<file path="src/rtl/cbd_pkg.sv">
`timescale 1ns/1ps
// Package: shared constants and decode types for the cartridge bank decoder.
// Assumes a 16-bit CPU address and an 8-bit data bus.
package cbd_pkg;
    localparam int ADDR_W     = 16;
    localparam int DATA_W     = 8;
    localparam int PAGE_W     = 4;
    localparam int FOLD_PAIRS = 3;
    localparam int LOW_W      = 2 * (FOLD_PAIRS + 1);
    localparam int PRG_REG_W  = 5;
    localparam int NIB_W      = 4;
    localparam int CHR_IDX_W  = 3;
    localparam int CHR_REGS   = 1 << CHR_IDX_W;
    localparam int PRG_WIN_W  = 13;
    localparam int CHR_WIN_W  = 10;
    localparam int PRG_WINDOWS = 4;

    typedef enum logic [2:0] {
        SEL_NONE,
        SEL_PRG_A,
        SEL_PRG_B,
        SEL_MIRROR,
        SEL_SWAP,
        SEL_CHR
    } reg_sel_e;

    typedef struct packed {
        reg_sel_e               sel;
        logic [CHR_IDX_W-1:0]   chr_idx;
        logic                   hi_nib;
    } wr_decode_t;
endpackage

</file>
<file path="src/rtl/cbd_addr_fold.sv">
`timescale 1ns/1ps
// Module: cbd_addr_fold
// Merges the alternate select pairs onto the two select bits and turns a
// qualified write into a register selection. Purely combinational.
// Assumes the page is cpu_addr[15:12]; pages below 0x8 and page 0xF decode
// to no register.
module cbd_addr_fold import cbd_pkg::*; (
    input  logic              wr_en,
    input  logic [PAGE_W-1:0] page,
    input  logic [LOW_W-1:0]  low_bits,
    output wr_decode_t        dec
);
    logic [1:0] fold_sel;

    // Fold: OR every alternate address pair onto the primary select pair.
    always_comb begin
        fold_sel = low_bits[1:0];
        for (int k = 1; k <= FOLD_PAIRS; k++) begin
            fold_sel = fold_sel | low_bits[2*k +: 2];
        end
    end

    // Decode: map the page and the folded select to a register target.
    always_comb begin
        dec.sel     = SEL_NONE;
        dec.chr_idx = '0;
        dec.hi_nib  = fold_sel[0];
        if (wr_en) begin
            case (page)
                4'h8: dec.sel = SEL_PRG_A;
                4'h9: dec.sel = fold_sel[1] ? SEL_SWAP : SEL_MIRROR;
                4'hA: dec.sel = SEL_PRG_B;
                4'hB: begin dec.sel = SEL_CHR; dec.chr_idx = {2'd0, fold_sel[1]}; end
                4'hC: begin dec.sel = SEL_CHR; dec.chr_idx = {2'd1, fold_sel[1]}; end
                4'hD: begin dec.sel = SEL_CHR; dec.chr_idx = {2'd2, fold_sel[1]}; end
                4'hE: begin dec.sel = SEL_CHR; dec.chr_idx = {2'd3, fold_sel[1]}; end
                default: dec.sel = SEL_NONE;
            endcase
        end
    end
endmodule

</file>
<file path="src/rtl/cbd_reg_file.sv">
`timescale 1ns/1ps
// Module: cbd_reg_file
// Holds the program, character, mirroring and swap registers and applies
// decoded writes. The strap selects the paired program-bank variant.
// Assumes the strap is static while out of reset.
module cbd_reg_file import cbd_pkg::*; #(
    parameter int CHR_BANK_W = 2 * NIB_W
) (
    input  logic                                 clk,
    input  logic                                 rst_n,
    input  logic                                 alt_variant,
    input  wr_decode_t                           dec,
    input  logic [DATA_W-1:0]                    wr_data,
    output logic [PRG_REG_W-1:0]                 prg_a_q,
    output logic [PRG_REG_W-1:0]                 prg_b_q,
    output logic [1:0]                           mirror_q,
    output logic                                 swap_q,
    output logic [CHR_REGS-1:0][CHR_BANK_W-1:0]  chr_q
);
    localparam int HI_LSB = CHR_BANK_W - NIB_W;

    // Program registers: direct loads, or the even/odd pair in the alternate variant.
    always_ff @(posedge clk) begin
        if (!rst_n) begin
            prg_a_q <= '0;
            prg_b_q <= '0;
        end else if (dec.sel == SEL_PRG_A && !alt_variant) begin
            prg_a_q <= wr_data[PRG_REG_W-1:0];
        end else if (dec.sel == SEL_PRG_B) begin
            if (alt_variant) begin
                prg_a_q <= {wr_data[PRG_REG_W-2:0], 1'b0};
                prg_b_q <= {wr_data[PRG_REG_W-2:0], 1'b1};
            end else begin
                prg_b_q <= wr_data[PRG_REG_W-1:0];
            end
        end
    end

    // Mirroring code: loads unless the data byte is all ones.
    always_ff @(posedge clk) begin
        if (!rst_n) begin
            mirror_q <= '0;
        end else if (dec.sel == SEL_MIRROR && wr_data != '1) begin
            mirror_q <= wr_data[1:0];
        end
    end

    // Swap bit: taken from data bit 1 on a swap-register write.
    always_ff @(posedge clk) begin
        if (!rst_n) begin
            swap_q <= 1'b0;
        end else if (dec.sel == SEL_SWAP) begin
            swap_q <= wr_data[1];
        end
    end

    // Character registers: one per index, written a nibble at a time.
    for (genvar g = 0; g < CHR_REGS; g++) begin : g_chr
        logic [CHR_BANK_W-1:0] bank_r;
        always_ff @(posedge clk) begin
            if (!rst_n) begin
                bank_r <= '0;
            end else if (dec.sel == SEL_CHR && dec.chr_idx == CHR_IDX_W'(g)) begin
                if (dec.hi_nib) bank_r[CHR_BANK_W-1:HI_LSB] <= wr_data[NIB_W-1:0];
                else            bank_r[NIB_W-1:0]           <= wr_data[NIB_W-1:0];
            end
        end
        assign chr_q[g] = bank_r;
    end

    AST_ALT_PRG_A_DROPPED: assert property (@(posedge clk) disable iff (!rst_n)
        (alt_variant && dec.sel == SEL_PRG_A) |=> $stable(prg_a_q) && $stable(prg_b_q));
    AST_PRG_A_LOADS: assert property (@(posedge clk) disable iff (!rst_n)
        (!alt_variant && dec.sel == SEL_PRG_A) |=> prg_a_q == $past(wr_data[PRG_REG_W-1:0]));
    AST_ALT_PAIR_ODD: assert property (@(posedge clk) disable iff (!rst_n)
        (alt_variant && dec.sel == SEL_PRG_B) |=> prg_b_q == (prg_a_q | PRG_REG_W'(1)));
    AST_MIRROR_FF_HOLD: assert property (@(posedge clk) disable iff (!rst_n)
        (dec.sel == SEL_MIRROR && wr_data == '1) |=> $stable(mirror_q));
    AST_LOW_NIB_KEEPS_HIGH: assert property (@(posedge clk) disable iff (!rst_n)
        (dec.sel == SEL_CHR && !dec.hi_nib) |=>
        chr_q[$past(dec.chr_idx)][CHR_BANK_W-1:HI_LSB] == $past(chr_q[dec.chr_idx][CHR_BANK_W-1:HI_LSB]));
    AST_HIGH_NIB_KEEPS_LOW: assert property (@(posedge clk) disable iff (!rst_n)
        (dec.sel == SEL_CHR && dec.hi_nib) |=>
        chr_q[$past(dec.chr_idx)][NIB_W-1:0] == $past(chr_q[dec.chr_idx][NIB_W-1:0]));
    AST_IDLE_HOLDS_STATE: assert property (@(posedge clk) disable iff (!rst_n)
        (dec.sel == SEL_NONE) |=> $stable(prg_a_q) && $stable(prg_b_q) && $stable(chr_q)
        && $stable(mirror_q) && $stable(swap_q));
endmodule

</file>
<file path="src/rtl/cbd_bank_map.sv">
`timescale 1ns/1ps
// Module: cbd_bank_map
// Builds the four program window banks (with fixed banks, swap and outer
// bank) and the physical program and character addresses. Combinational.
// Assumes the window index is cpu_addr[14:13] and the character register
// index is ppu_addr[12:10].
module cbd_bank_map import cbd_pkg::*; #(
    parameter int                  PRG_BANK_W = PRG_REG_W + 1,
    parameter logic [PRG_BANK_W-1:0] OUTER_BANK = PRG_BANK_W'(32),
    parameter int                  CHR_BANK_W = 2 * NIB_W
) (
    input  logic [PRG_REG_W-1:0]                   prg_a_q,
    input  logic [PRG_REG_W-1:0]                   prg_b_q,
    input  logic                                   swap_q,
    input  logic [CHR_REGS-1:0][CHR_BANK_W-1:0]    chr_q,
    input  logic [PRG_WIN_W+1:0]                   cpu_low,
    input  logic [CHR_IDX_W+CHR_WIN_W-1:0]         ppu_addr,
    output logic [PRG_WINDOWS-1:0][PRG_BANK_W-1:0] win_bank,
    output logic [PRG_BANK_W+PRG_WIN_W-1:0]        prg_phys,
    output logic [CHR_BANK_W+CHR_WIN_W-1:0]        chr_phys
);
    localparam logic [PRG_REG_W-1:0] FIX_LAST = '1;
    localparam logic [PRG_REG_W-1:0] FIX_PEN  = FIX_LAST - 1'b1;

    logic [PRG_BANK_W-1:0] a_ext, b_ext, last_ext, pen_ext;

    // Extend the register and fixed banks and merge the outer bank.
    always_comb begin
        a_ext    = PRG_BANK_W'(prg_a_q)  | OUTER_BANK;
        b_ext    = PRG_BANK_W'(prg_b_q)  | OUTER_BANK;
        last_ext = PRG_BANK_W'(FIX_LAST) | OUTER_BANK;
        pen_ext  = PRG_BANK_W'(FIX_PEN)  | OUTER_BANK;
    end

    // Each window picks its source; windows 0 and 2 exchange under swap.
    for (genvar w = 0; w < PRG_WINDOWS; w++) begin : g_win
        if (w == 0) begin : g_first
            assign win_bank[w] = swap_q ? pen_ext : a_ext;
        end else if (w == 1) begin : g_second
            assign win_bank[w] = b_ext;
        end else if (w == 2) begin : g_third
            assign win_bank[w] = swap_q ? a_ext : pen_ext;
        end else begin : g_last
            assign win_bank[w] = last_ext;
        end
    end

    // Physical addresses: selected bank on top of the in-window offset.
    always_comb begin
        prg_phys = {win_bank[cpu_low[PRG_WIN_W+1:PRG_WIN_W]], cpu_low[PRG_WIN_W-1:0]};
        chr_phys = {chr_q[ppu_addr[CHR_IDX_W+CHR_WIN_W-1:CHR_WIN_W]], ppu_addr[CHR_WIN_W-1:0]};
    end
endmodule

</file>
<file path="src/rtl/cart_bank_decoder.sv">
`timescale 1ns/1ps
// Module: cart_bank_decoder (top)
// Decodes CPU writes into mapper bank registers and drives program and
// character bank numbers, mirroring code and physical addresses.
// Assumes a synchronous active-low reset and a static variant strap.
module cart_bank_decoder import cbd_pkg::*; #(
    parameter int                    PRG_BANK_W = PRG_REG_W + 1,
    parameter logic [PRG_BANK_W-1:0] OUTER_BANK = PRG_BANK_W'(32),
    parameter int                    CHR_BANK_W = 2 * NIB_W,
    localparam int PRG_BUS_W  = PRG_WINDOWS * PRG_BANK_W,
    localparam int CHR_BUS_W  = CHR_REGS * CHR_BANK_W,
    localparam int PPU_W      = CHR_IDX_W + CHR_WIN_W,
    localparam int PRG_PHYS_W = PRG_BANK_W + PRG_WIN_W,
    localparam int CHR_PHYS_W = CHR_BANK_W + CHR_WIN_W
) (
    input  logic                  clk,
    input  logic                  rst_n,
    input  logic                  alt_variant,
    input  logic                  wr_en,
    input  logic [ADDR_W-1:0]     cpu_addr,
    input  logic [DATA_W-1:0]     wr_data,
    input  logic [PPU_W-1:0]      ppu_addr,
    output logic [PRG_BUS_W-1:0]  prg_bank,
    output logic [CHR_BUS_W-1:0]  chr_bank,
    output logic [1:0]            mirror_mode,
    output logic [PRG_PHYS_W-1:0] prg_phys_addr,
    output logic [CHR_PHYS_W-1:0] chr_phys_addr
);
    localparam logic [PRG_BANK_W-1:0] PEN_EXT =
        PRG_BANK_W'((1 << PRG_REG_W) - 2) | OUTER_BANK;

    wr_decode_t                             dec;
    logic [PRG_REG_W-1:0]                   prg_a_q, prg_b_q;
    logic                                   swap_q;
    logic [CHR_REGS-1:0][CHR_BANK_W-1:0]    chr_q;
    logic [PRG_WINDOWS-1:0][PRG_BANK_W-1:0] win_bank;

    cbd_addr_fold u_fold (
        .wr_en    (wr_en),
        .page     (cpu_addr[ADDR_W-1:ADDR_W-PAGE_W]),
        .low_bits (cpu_addr[LOW_W-1:0]),
        .dec      (dec)
    );

    cbd_reg_file #(.CHR_BANK_W(CHR_BANK_W)) u_regs (
        .clk         (clk),
        .rst_n       (rst_n),
        .alt_variant (alt_variant),
        .dec         (dec),
        .wr_data     (wr_data),
        .prg_a_q     (prg_a_q),
        .prg_b_q     (prg_b_q),
        .mirror_q    (mirror_mode),
        .swap_q      (swap_q),
        .chr_q       (chr_q)
    );

    cbd_bank_map #(
        .PRG_BANK_W (PRG_BANK_W),
        .OUTER_BANK (OUTER_BANK),
        .CHR_BANK_W (CHR_BANK_W)
    ) u_map (
        .prg_a_q  (prg_a_q),
        .prg_b_q  (prg_b_q),
        .swap_q   (swap_q),
        .chr_q    (chr_q),
        .cpu_low  (cpu_addr[PRG_WIN_W+1:0]),
        .ppu_addr (ppu_addr),
        .win_bank (win_bank),
        .prg_phys (prg_phys_addr),
        .chr_phys (chr_phys_addr)
    );

    // Flatten the bank arrays onto the output buses.
    always_comb begin
        prg_bank = win_bank;
        chr_bank = chr_q;
    end

    AST_SWAP_KEEPS_FIXED: assert property (@(posedge clk) disable iff (!rst_n)
        (win_bank[0] == PEN_EXT) || (win_bank[2] == PEN_EXT));
    AST_LOW_ADDR_IGNORED: assert property (@(posedge clk) disable iff (!rst_n)
        (wr_en && !cpu_addr[ADDR_W-1]) |=> $stable(prg_bank) && $stable(chr_bank)
        && $stable(mirror_mode));
    AST_TOP_PAGE_IGNORED: assert property (@(posedge clk) disable iff (!rst_n)
        (wr_en && cpu_addr[ADDR_W-1:ADDR_W-PAGE_W] == 4'hF) |=> $stable(prg_bank)
        && $stable(chr_bank) && $stable(mirror_mode));
endmodule

</file>
<file path="config.mk">
export PLATFORM = sky130hd
export DESIGN_NAME = cart_bank_decoder
export DESIGN_NICKNAME = d
export VERILOG_FILES = /design/src/rtl/cbd_pkg.sv /design/src/rtl/cbd_addr_fold.sv /design/src/rtl/cbd_reg_file.sv /design/src/rtl/cbd_bank_map.sv /design/src/rtl/cart_bank_decoder.sv
export SDC_FILE = /design/constraint.sdc
export NUM_CORES = 1
export LEC_CHECK = 0
export CORE_AREA = 2 2 120 87
export CTS_CLUSTER_SIZE = 20
export DETAILED_ROUTE_END_ITERATION = 8
export DIE_AREA = 0 0 122 89
export PLACE_DENSITY = 0.8
export SYNTH_ARGS = -nofsm -noshare
export SYNTH_HDL_FRONTEND = slang
export SYNTH_SLANG_ARGS = --single-unit
</file>
<file path="constraint.sdc">
create_clock -name clk -period 6.3 [get_ports clk]
set_input_delay 1.26 -clock clk [delete_from_list [all_inputs] [get_ports clk]]
set_output_delay 1.26 -clock clk [all_outputs]
set_load 0.005 [all_outputs]
</file>
==> results of run 1 <==
==> cells in the final DEF, fill, tap and decap left out, types with 6 or more instances in the layout <==
| cell type | Yosys | layout |
|---|---|---|
| clkbuf_16 | 0 | 9 |
| clkdlybuf4s50_1 | 0 | 129 |
| nand2_1 | 7 | 7 |
| mux2_2 | 8 | 8 |
| nor2_1 | 35 | 35 |
| nor2b_1 | 38 | 38 |
| o21ai_0 | 6 | 6 |
| nor4_4 | 11 | 11 |
| nand2b_1 | 6 | 6 |
| conb_1 | 1 | 10 |
| dfxtp_1 | 77 | 77 |
| mux4_2 | 16 | 16 |
| mux2i_1 | 75 | 75 |
==> stage by stage <==
step / utilization / instances / total power, uW / instance area (um2)
6_report: 0.581 / 610 / 1060 / 5560
4_1_cts: 0.581 / 610 / 1070 / 5560
5_1_grt: 0.581 / 610 / 1100 / 5560
2_1_floorplan: - / 399 / 573 / 4210
3_3_place_gp: 0.553 / 594 / 604 / 5290
3_5_place_dp: 0.553 / 594 / 607 / 5290
==> worst paths after layout <==
check	start	slack [ns]	endpoint	cells past startpoint
worst min-delay path	u_regs.mirror_q[0]	0.46	u_regs.mirror_q[0]	2
worst max-delay path	ppu_addr[11]	1.42	chr_phys_addr[13]	4
worst min register to register	u_regs.mirror_q[0]	0.46	u_regs.mirror_q[0]	2
worst max register to register	u_regs.swap_q	5.41	u_regs.swap_q	2
==> final cells by class <==
type / instances / area [um2] / area share
tap: 128 / 160 / 0.0288
timing repair buffer: 133 / 1320 / 0.238
sequential: 77 / 1540 / 0.277
multi-input combinational: 253 / 2260 / 0.406
clock inverter: 6 / 40.0 / 0.00720
clock buffer: 10 / 229 / 0.0412
inverter: 3 / 11.3 / 0.00203
==> registers in the layout, summed over array words and instances (netlist names) <==
name,count
u_regs.prg_b_q,5
u_regs.g_chr.bank_r,64
u_regs.prg_a_q,5
u_regs.mirror_q,2
u_regs.swap_q,1
==> power groups by stage <==
stage	sequential, uW	combinational (uW)	clock (uW)
6_report	492	104	468
5_1_grt	493	112	493
4_1_cts	492	104	475
3_5_place_dp	503	104	0
3_3_place_gp	503	101	0
2_1_floorplan	502	70.4	0
==> cells by family after synthesis <==
| family | share of synthesized area |
|---|---|
| flops | 0.370 |
| compound gates | 0.0357 |
| buf+inv | 0.0978 |
| mux | 0.288 |
| other cells | 0.000899 |
| simple gates | 0.208 |
==> metal layers <==
metal,wire [um],part of all wire,vias up,global-route usage
met2,5520,0.48,127,0.365
li1,-,-,1504,-
met5,0,0,-,0
met1,4840,0.42,1606,0.270
met3,866,0.076,17,0.0599
met4,160,0.014,0,0.0669
==> worst reg2reg max path, stage by stage (launching register included) <==
cell and delay [ns]:
dfxtp_1 0.57, mux2i_1 0.13, nor2_1 0.11
==> results.json, run 1 <==
{
  "synth_top_area_cell": "dfxtp_1",
  "slew_viol_final": 0,
  "max_slew_margin": 0.300,
  "grt_pass1_wl_um": 17700,
  "clkTransAtPathRegs_ns": 0.06,
  "finalHoldViolations": 0,
  "p_sw_uw": 259,
  "htree_num_levels": 3,
  "maxCapViolations": 0,
  "power.internal_uw": 805,
  "crit_path_max_incr_delay_ns": 1.03,
  "crit_chain": "clkdlybuf4s50_1 -> mux4_2 -> mux2_2 -> clkdlybuf4s50_1",
  "grt_overflow": 0,
  "ys_top_cells_by_count": "dfxtp_1 (77), mux2i_1 (75), nor2b_1 (38)",
  "routed_wl_um": 11400,
  "fin_ws_ns": 1.42,
  "required_ns": 5.04,
  "cp.arrival_ns": 3.62,
  "synth.distinct_cells": 36,
  "syn_avg_cell_area_um2": 10.7,
  "post-cts-setup-buffer-count": 0,
  "ant_nets": 0,
  "cts_tree": "done",
  "layout.nets": 518,
  "ys_seq_elements": 77,
  "insertion_delay_ns": 0.33,
  "critPathTopFamily": "buffers and inverters",
  "final-setup-viol-count": 0,
  "synthCells": 390,
  "core_area_um2": 9570,
  "ir_worst_vdd_mv": 0.124,
  "grt_max_degree": 49,
  "async_reset_ff_frac": 0,
  "tns_ns": 0,
  "ioPinCount": 168,
  "fin_worst_skew_ns": 0,
  "yosys_warnings": 0,
  "n_fill_cell": 829,
  "tightest_slew_ns": 1.05,
  "yosysMostFrequentCell": "dfxtp_1",
  "synthFlopType": "dfxtp_1",
  "switching_share": 0.244,
  "dr_total_vias": 3254,
  "drt_iter0_markers": 139,
  "cts_sinks": 77,
  "wl_per_cell_um": 18.7,
  "path_max_fanout": 16,
  "drive_above_1_share": 0.135,
  "leakage_uw": 0.00189,
  "path_buf_inv": 2,
  "yosysSeqAreaShare": 0.370,
  "dieArea_um2": 10900,
  "rsz0062_at_grt": "false",
  "start_util": 0.436,
  "synth-edff-count": 0,
  "synthTopCellsByArea": "dfxtp_1 (37%), mux2i_1 (18%), mux4_2 (8.6%)",
  "p_per_area_nw_per_um2": 192,
  "grt_pass1_vias": 3271,
  "numPortBuffers": 129,
  "root_buffer": "clkbuf_16",
  "post-route-period-util": 0.775,
  "clkPwrFrac": 0.440,
  "dr.pass1.iters": 4,
  "synth_top_cell_area_share": 0.370,
  "chipWidth_um": 122,
  "syn_area_um2": 4170,
  "min_period_ns": 4.88,
  "worst_setup_path_end_kind": "output pin",
  "path_class": "input pin to output pin",
  "slowest_stage": "clkdlybuf4s50_1",
  "place_hpwl_um": 8070,
  "drc": 0,
  "routed_via_density": 5.33,
  "critPathMostFrequentCell": "clkdlybuf4s50_1",
  "diodes": 0,
  "whs_ns": 0.461,
  "clockBufferDepth": 2,
  "min_path_type": "register to register",
  "cts_hold_buf": 0,
  "ctsResizeCount": 0,
  "combPwrFrac": 0.098,
  "grt_usage": 0.215,
  "synthToLayoutAreaGrowth_pct": 33.3,
  "start_kind": "input pin",
  "seqPwrFrac": 0.463,
  "post-place-ws_ns": 1.41,
  "run_status": "completed",
  "gp_congestion": 0.801,
  "grt_antenna_before_repair": 0,
  "rows": 30,
  "max_freq_ghz": 0.205,
  "cts_buffers": 9,
  "die_h_um": 89
}
No activity file was read; power rests on OpenSTA's default activity.
==> run 2: changes to the inputs <==
Clock period 6.3 ns to 4.91 ns, I/O delays scaled along.
==> results.json, run 2 (synthesis results as in run 1) <==
{
  "fin_ws_ns": 0.883,
  "tns_ns": 0,
  "ir_worst_vdd_mv": 0.158,
  "htree_num_levels": 3,
  "regMostFlops": "u_regs.g_chr.bank_r",
  "holdPathEnd": "u_regs.mirror_q[1]",
  "cts_sinks": 77,
  "leakage_uw": 0.00193,
  "grt_pass1_vias": 3327,
  "crit_path_max_incr_delay_ns": 0.74,
  "crit_chain": "clkdlybuf4s50_1 -> buf_4 -> mux4_2 -> mux2_2 -> clkdlybuf4s50_1",
  "ant_nets": 0,
  "maxCapViolations": 0,
  "post-cts-setup-buffer-count": 0,
  "ioPinCount": 168,
  "tightest_slew_ns": 1.08,
  "numPortBuffers": 129,
  "r2r_slack_ns": 4.08,
  "min_period_ns": 4.03,
  "dr.pass1.iters": 4,
  "drc": 0,
  "start_util": 0.436,
  "layout_commonest_cell": "clkdlybuf4s50_1",
  "fin_worst_skew_ns": 0,
  "die_h_um": 89,
  "min_path_type": "register to register",
  "place_hpwl_um": 8710,
  "cts_hold_buf": 0,
  "min_path_cells": 2,
  "cts_tree": "done",
  "largest_register_ffs": 64,
  "post-place-ws_ns": 0.878,
  "grt_antenna_before_repair": 0,
  "routed_wl_um": 11900,
  "finalHoldViolations": 0,
  "final-setup-viol-count": 0,
  "chipWidth_um": 122,
  "wl_per_cell_um": 19.4,
  "reg2regPathDepth": 2,
  "slowest_stage": "clkdlybuf4s50_1",
  "layout.nets": 520,
  "grt_pass1_wl_um": 18300,
  "rows": 30,
  "most-common-layout-cells": "clkdlybuf4s50_1 (129), dfxtp_1 (77), mux2i_1 (75), nor2b_1 (38), nor2_1 (35)",
  "start_kind": "input pin",
  "r2r-end": "u_regs.swap_q",
  "run_status": "completed",
  "worst_setup_path_end_kind": "output pin",
  "p_per_area_nw_per_um2": 267,
  "path_buf_inv": 3,
  "required_ns": 3.93,
  "routed_via_density": 5.37,
  "dieArea_um2": 10900,
  "core_area_um2": 9570,
  "drive_above_1_share": 0.140,
  "clkTransAtPathRegs_ns": 0.06,
  "grt_usage": 0.224,
  "cp.arrival_ns": 3.05,
  "critPathTopFamily": "buffers and inverters",
  "reg_top3": "u_regs.g_chr.bank_r x64, u_regs.prg_a_q x5, u_regs.prg_b_q x5",
  "max_slew_margin": 0.276,
  "min_from": "u_regs.mirror_q[1]",
  "post-route-period-util": 0.820,
  "synthToLayoutAreaGrowth_pct": 35.2,
  "dr_total_vias": 3285,
  "critPathMostFrequentCell": "clkdlybuf4s50_1",
  "rr_startpoint": "u_regs.swap_q",
  "gp_congestion": 0.811,
  "cts_buffers": 9,
  "clockBufferDepth": 2,
  "path_class": "input pin to output pin",
  "path_max_fanout": 9,
  "grt_overflow": 0,
  "rsz0062_at_grt": "false",
  "grt_max_degree": 49,
  "slew_viol_final": 0,
  "ctsResizeCount": 0,
  "drt_iter0_markers": 126,
  "diodes": 0,
  "max_freq_ghz": 0.248,
  "root_buffer": "clkbuf_16",
  "insertion_delay_ns": 0.33
}
==> run 2: cell types whose count changed in the layout (fill, tap and decap cells not counted), sizes merged <==
cell / previous run / this run
bufinv: 0 / 2
inv: 3 / 4
clkbuf: 10 / 11
buf: 4 / 6
clkinv: 5 / 1
==> run 2: per-layer routing <==
metal,global-route usage,part of all wire,vias to the layer above
met2,0.402,0.50,135
met5,0,0,-
met3,0.0606,0.065,11
met4,0.0439,0.0060,0
li1,-,-,1508
met1,0.274,0.43,1631
==> run 2: report_power, final <==
group	leakage [uW]	internal (uW)	switching, uW	total, uW
logic	0.00115	64.6	69.6	134
registers	0.000621	628	3.77	632
clock network	0.000162	474	265	739
total	0.00193	1170	338	1500
==> run 2: per-stage QoR <==
stage | hold WS (ns) | power (uW) | utilization | area (um2) | std cells
finish | 0.480 | 1500 | 0.589 | 5640 | 612
CTS | 0.477 | 1510 | 0.589 | 5640 | 612
global placement | 0.444 | 776 | 0.554 | 5310 | 596
floorplan | 0.451 | 735 | - | 4210 | 399
global route | 0.495 | 1550 | 0.589 | 5640 | 612
detailed placement | 0.461 | 780 | 0.554 | 5310 | 596
==> run 2: how the worst max path moves through the flow <==
stage,from,endpoint,slack (ns),cells past startpoint
2_1_floorplan,ppu_addr[10],chr_phys_addr[10],1.45,4
3_3_place_gp,ppu_addr[10],chr_phys_addr[16],0.91,5
3_5_place_dp,ppu_addr[10],chr_phys_addr[17],0.88,5
4_1_cts,ppu_addr[10],chr_phys_addr[17],0.87,5
5_1_grt,ppu_addr[10],chr_phys_addr[16],0.81,5
6_report,ppu_addr[11],chr_phys_addr[17],0.88,5
==> run 2: final cells by class <==
cell class	instances	area, um2
multi-input cells	253	2260
inverters	3	11.3
flip-flops and latches	77	1540
well taps	128	160
fillers	802	3930
clock buffers	11	253
repair buffers	135	1340
clock inverters	5	81.3
==> run 2: worst register-to-register path: stages, from the launching register on <==
cell and delay (ns):
dfxtp_1 0.55, mux2i_1 0.12, nor2_1 0.09
==> run 3: changes to the inputs <==
Settings changed: CORE_AREA 2 2 120 87 to 2 2 126 91, DIE_AREA 0 0 122 89 to 0 0 128 93, PLACE_DENSITY 0.8 to 0.76.
Clock period 4.91 ns to 3.6 ns, I/O delays scaled along.
==> results.json, run 3 (synthesis results as in run 1) <==
{
  "run_status": "completed",
  "routed_wl_um": 12100,
  "clockBufferDepth": 2,
  "tightest_slew_ns": 1.08,
  "grt_pass1_wl_um": 18200,
  "rsz0062_at_grt": "false",
  "grt_antenna_before_repair": 2,
  "place_hpwl_um": 9220,
  "synthToLayoutAreaGrowth_pct": 37.1,
  "drc": 0,
  "routed_via_density": 5.27,
  "m1WireLength_um": 5130,
  "min_path_type": "register to register",
  "met3_length_um": 958,
  "chipWidth_um": 128,
  "ioPinCount": 168,
  "ctsResizeCount": 0,
  "worst_setup_path_end_kind": "output pin",
  "final_cells": 632,
  "ir_worst_vdd_mv": 0.209,
  "cts_hold_buf": 0,
  "post-cts-setup-buffer-count": 0,
  "post-route-period-util": 0.940,
  "dr.max_layer_used": "met5",
  "dr_wl_met2_um": 5690,
  "core_area_um2": 10700,
  "rows": 32,
  "layout_commonest_cell": "clkdlybuf4s50_1",
  "reg_top3": "u_regs.g_chr.bank_r x64, u_regs.prg_a_q x5, u_regs.prg_b_q x5",
  "largest_register_ffs": 64,
  "cp.arrival_ns": 2.66,
  "dieArea_um2": 11900,
  "grt_pass1_vias": 3268,
  "root_buffer": "clkbuf_16",
  "gp_congestion": 0.854,
  "grt_usage": 0.203,
  "finalHoldViolations": 0,
  "drive_above_1_share": 0.160,
  "numPortBuffers": 129,
  "p_per_area_nw_per_um2": 342,
  "insertion_delay_ns": 0.33,
  "maxCapViolations": 0,
  "die_h_um": 93,
  "reg2regPathDepth": 2,
  "grt_overflow": 0,
  "most-common-layout-cells": "clkdlybuf4s50_1 (129), dfxtp_1 (77), mux2i_1 (75), nor2b_1 (38), nor2_1 (35)",
  "path_max_fanout": 16,
  "max_slew_margin": 0.282,
  "drt_iter0_markers": 187,
  "start_kind": "input pin",
  "cts_buffers": 9,
  "dr_total_vias": 3328,
  "regMostFlops": "u_regs.g_chr.bank_r",
  "dp.cells": 616,
  "cts_sinks": 77,
  "layout.nets": 532,
  "htree_num_levels": 3,
  "final-setup-viol-count": 0,
  "leakage_uw": 0.00197,
  "wl_per_cell_um": 19.2,
  "fin_worst_skew_ns": 0,
  "ant_nets": 0,
  "start_util": 0.389,
  "required_ns": 2.88,
  "tns_ns": 0,
  "dr.pass1.iters": 5,
  "post-route-util": 0.533,
  "cts_tree": "done",
  "grt_max_degree": 48,
  "path_class": "input pin to output pin",
  "clkTransAtPathRegs_ns": 0.06,
  "min_period_ns": 3.38,
  "slew_viol_final": 0,
  "max_freq_ghz": 0.296,
  "min_path_cells": 2
}
==> run 3: layer usage <==
layer	vias up	track usage
met2	163	0.341
met3	26	0.0692
met1	1606	0.249
li1	1531	-
met5	-	0
met4	2	0.0577
==> run 3: area by class of cell <==
type	instances	area, um2
fillers	908	5010
clock inverters	6	72.6
diodes	1	2.50
flip-flops and latches	77	1540
multi-input cells	253	2260
inverters	3	11.3
repair buffers	147	1440
well taps	136	170
clock buffers	9	225
==> run 3: path summary, 6_finish.rpt <==
path | slack (ns) | end | from
hold / removal | 0.48 | u_regs.mirror_q[0] | u_regs.mirror_q[0]
setup reg to reg | 2.74 | u_regs.swap_q | u_regs.swap_q
hold reg to reg | 0.48 | u_regs.mirror_q[0] | u_regs.mirror_q[0]
setup / recovery | 0.22 | chr_phys_addr[10] | ppu_addr[10]
==> run 3: worst max-delay path, stage by stage <==
cell,delay [ns]
clkdlybuf4s50_1,0.50
buf_12,0.19
mux4_2,0.50
mux2_2,0.28
clkdlybuf4s50_1,0.46
==> run 3: per-stage QoR <==
stage | power [uW] | worst slack [ns] | cell area, um2 | hold WS (ns)
floorplan | 1000 | 0.665 | 4210 | 0.451
global placement | 1070 | 0.234 | 5420 | 0.449
detailed placement | 1070 | 0.209 | 5420 | 0.469
CTS | 1970 | 0.206 | 5720 | 0.478
global route | 2020 | 0.151 | 5720 | 0.495
finish | 1950 | 0.216 | 5720 | 0.480
==> run 3: power breakdown <==
group / leakage, uW / total (uW) / switching (uW) / internal, uW
registers: 0.000621 / 862 / 5.10 / 857
clock network: 0.000136 / 901 / 361 / 540
logic: 0.00122 / 191 / 96.4 / 95.1
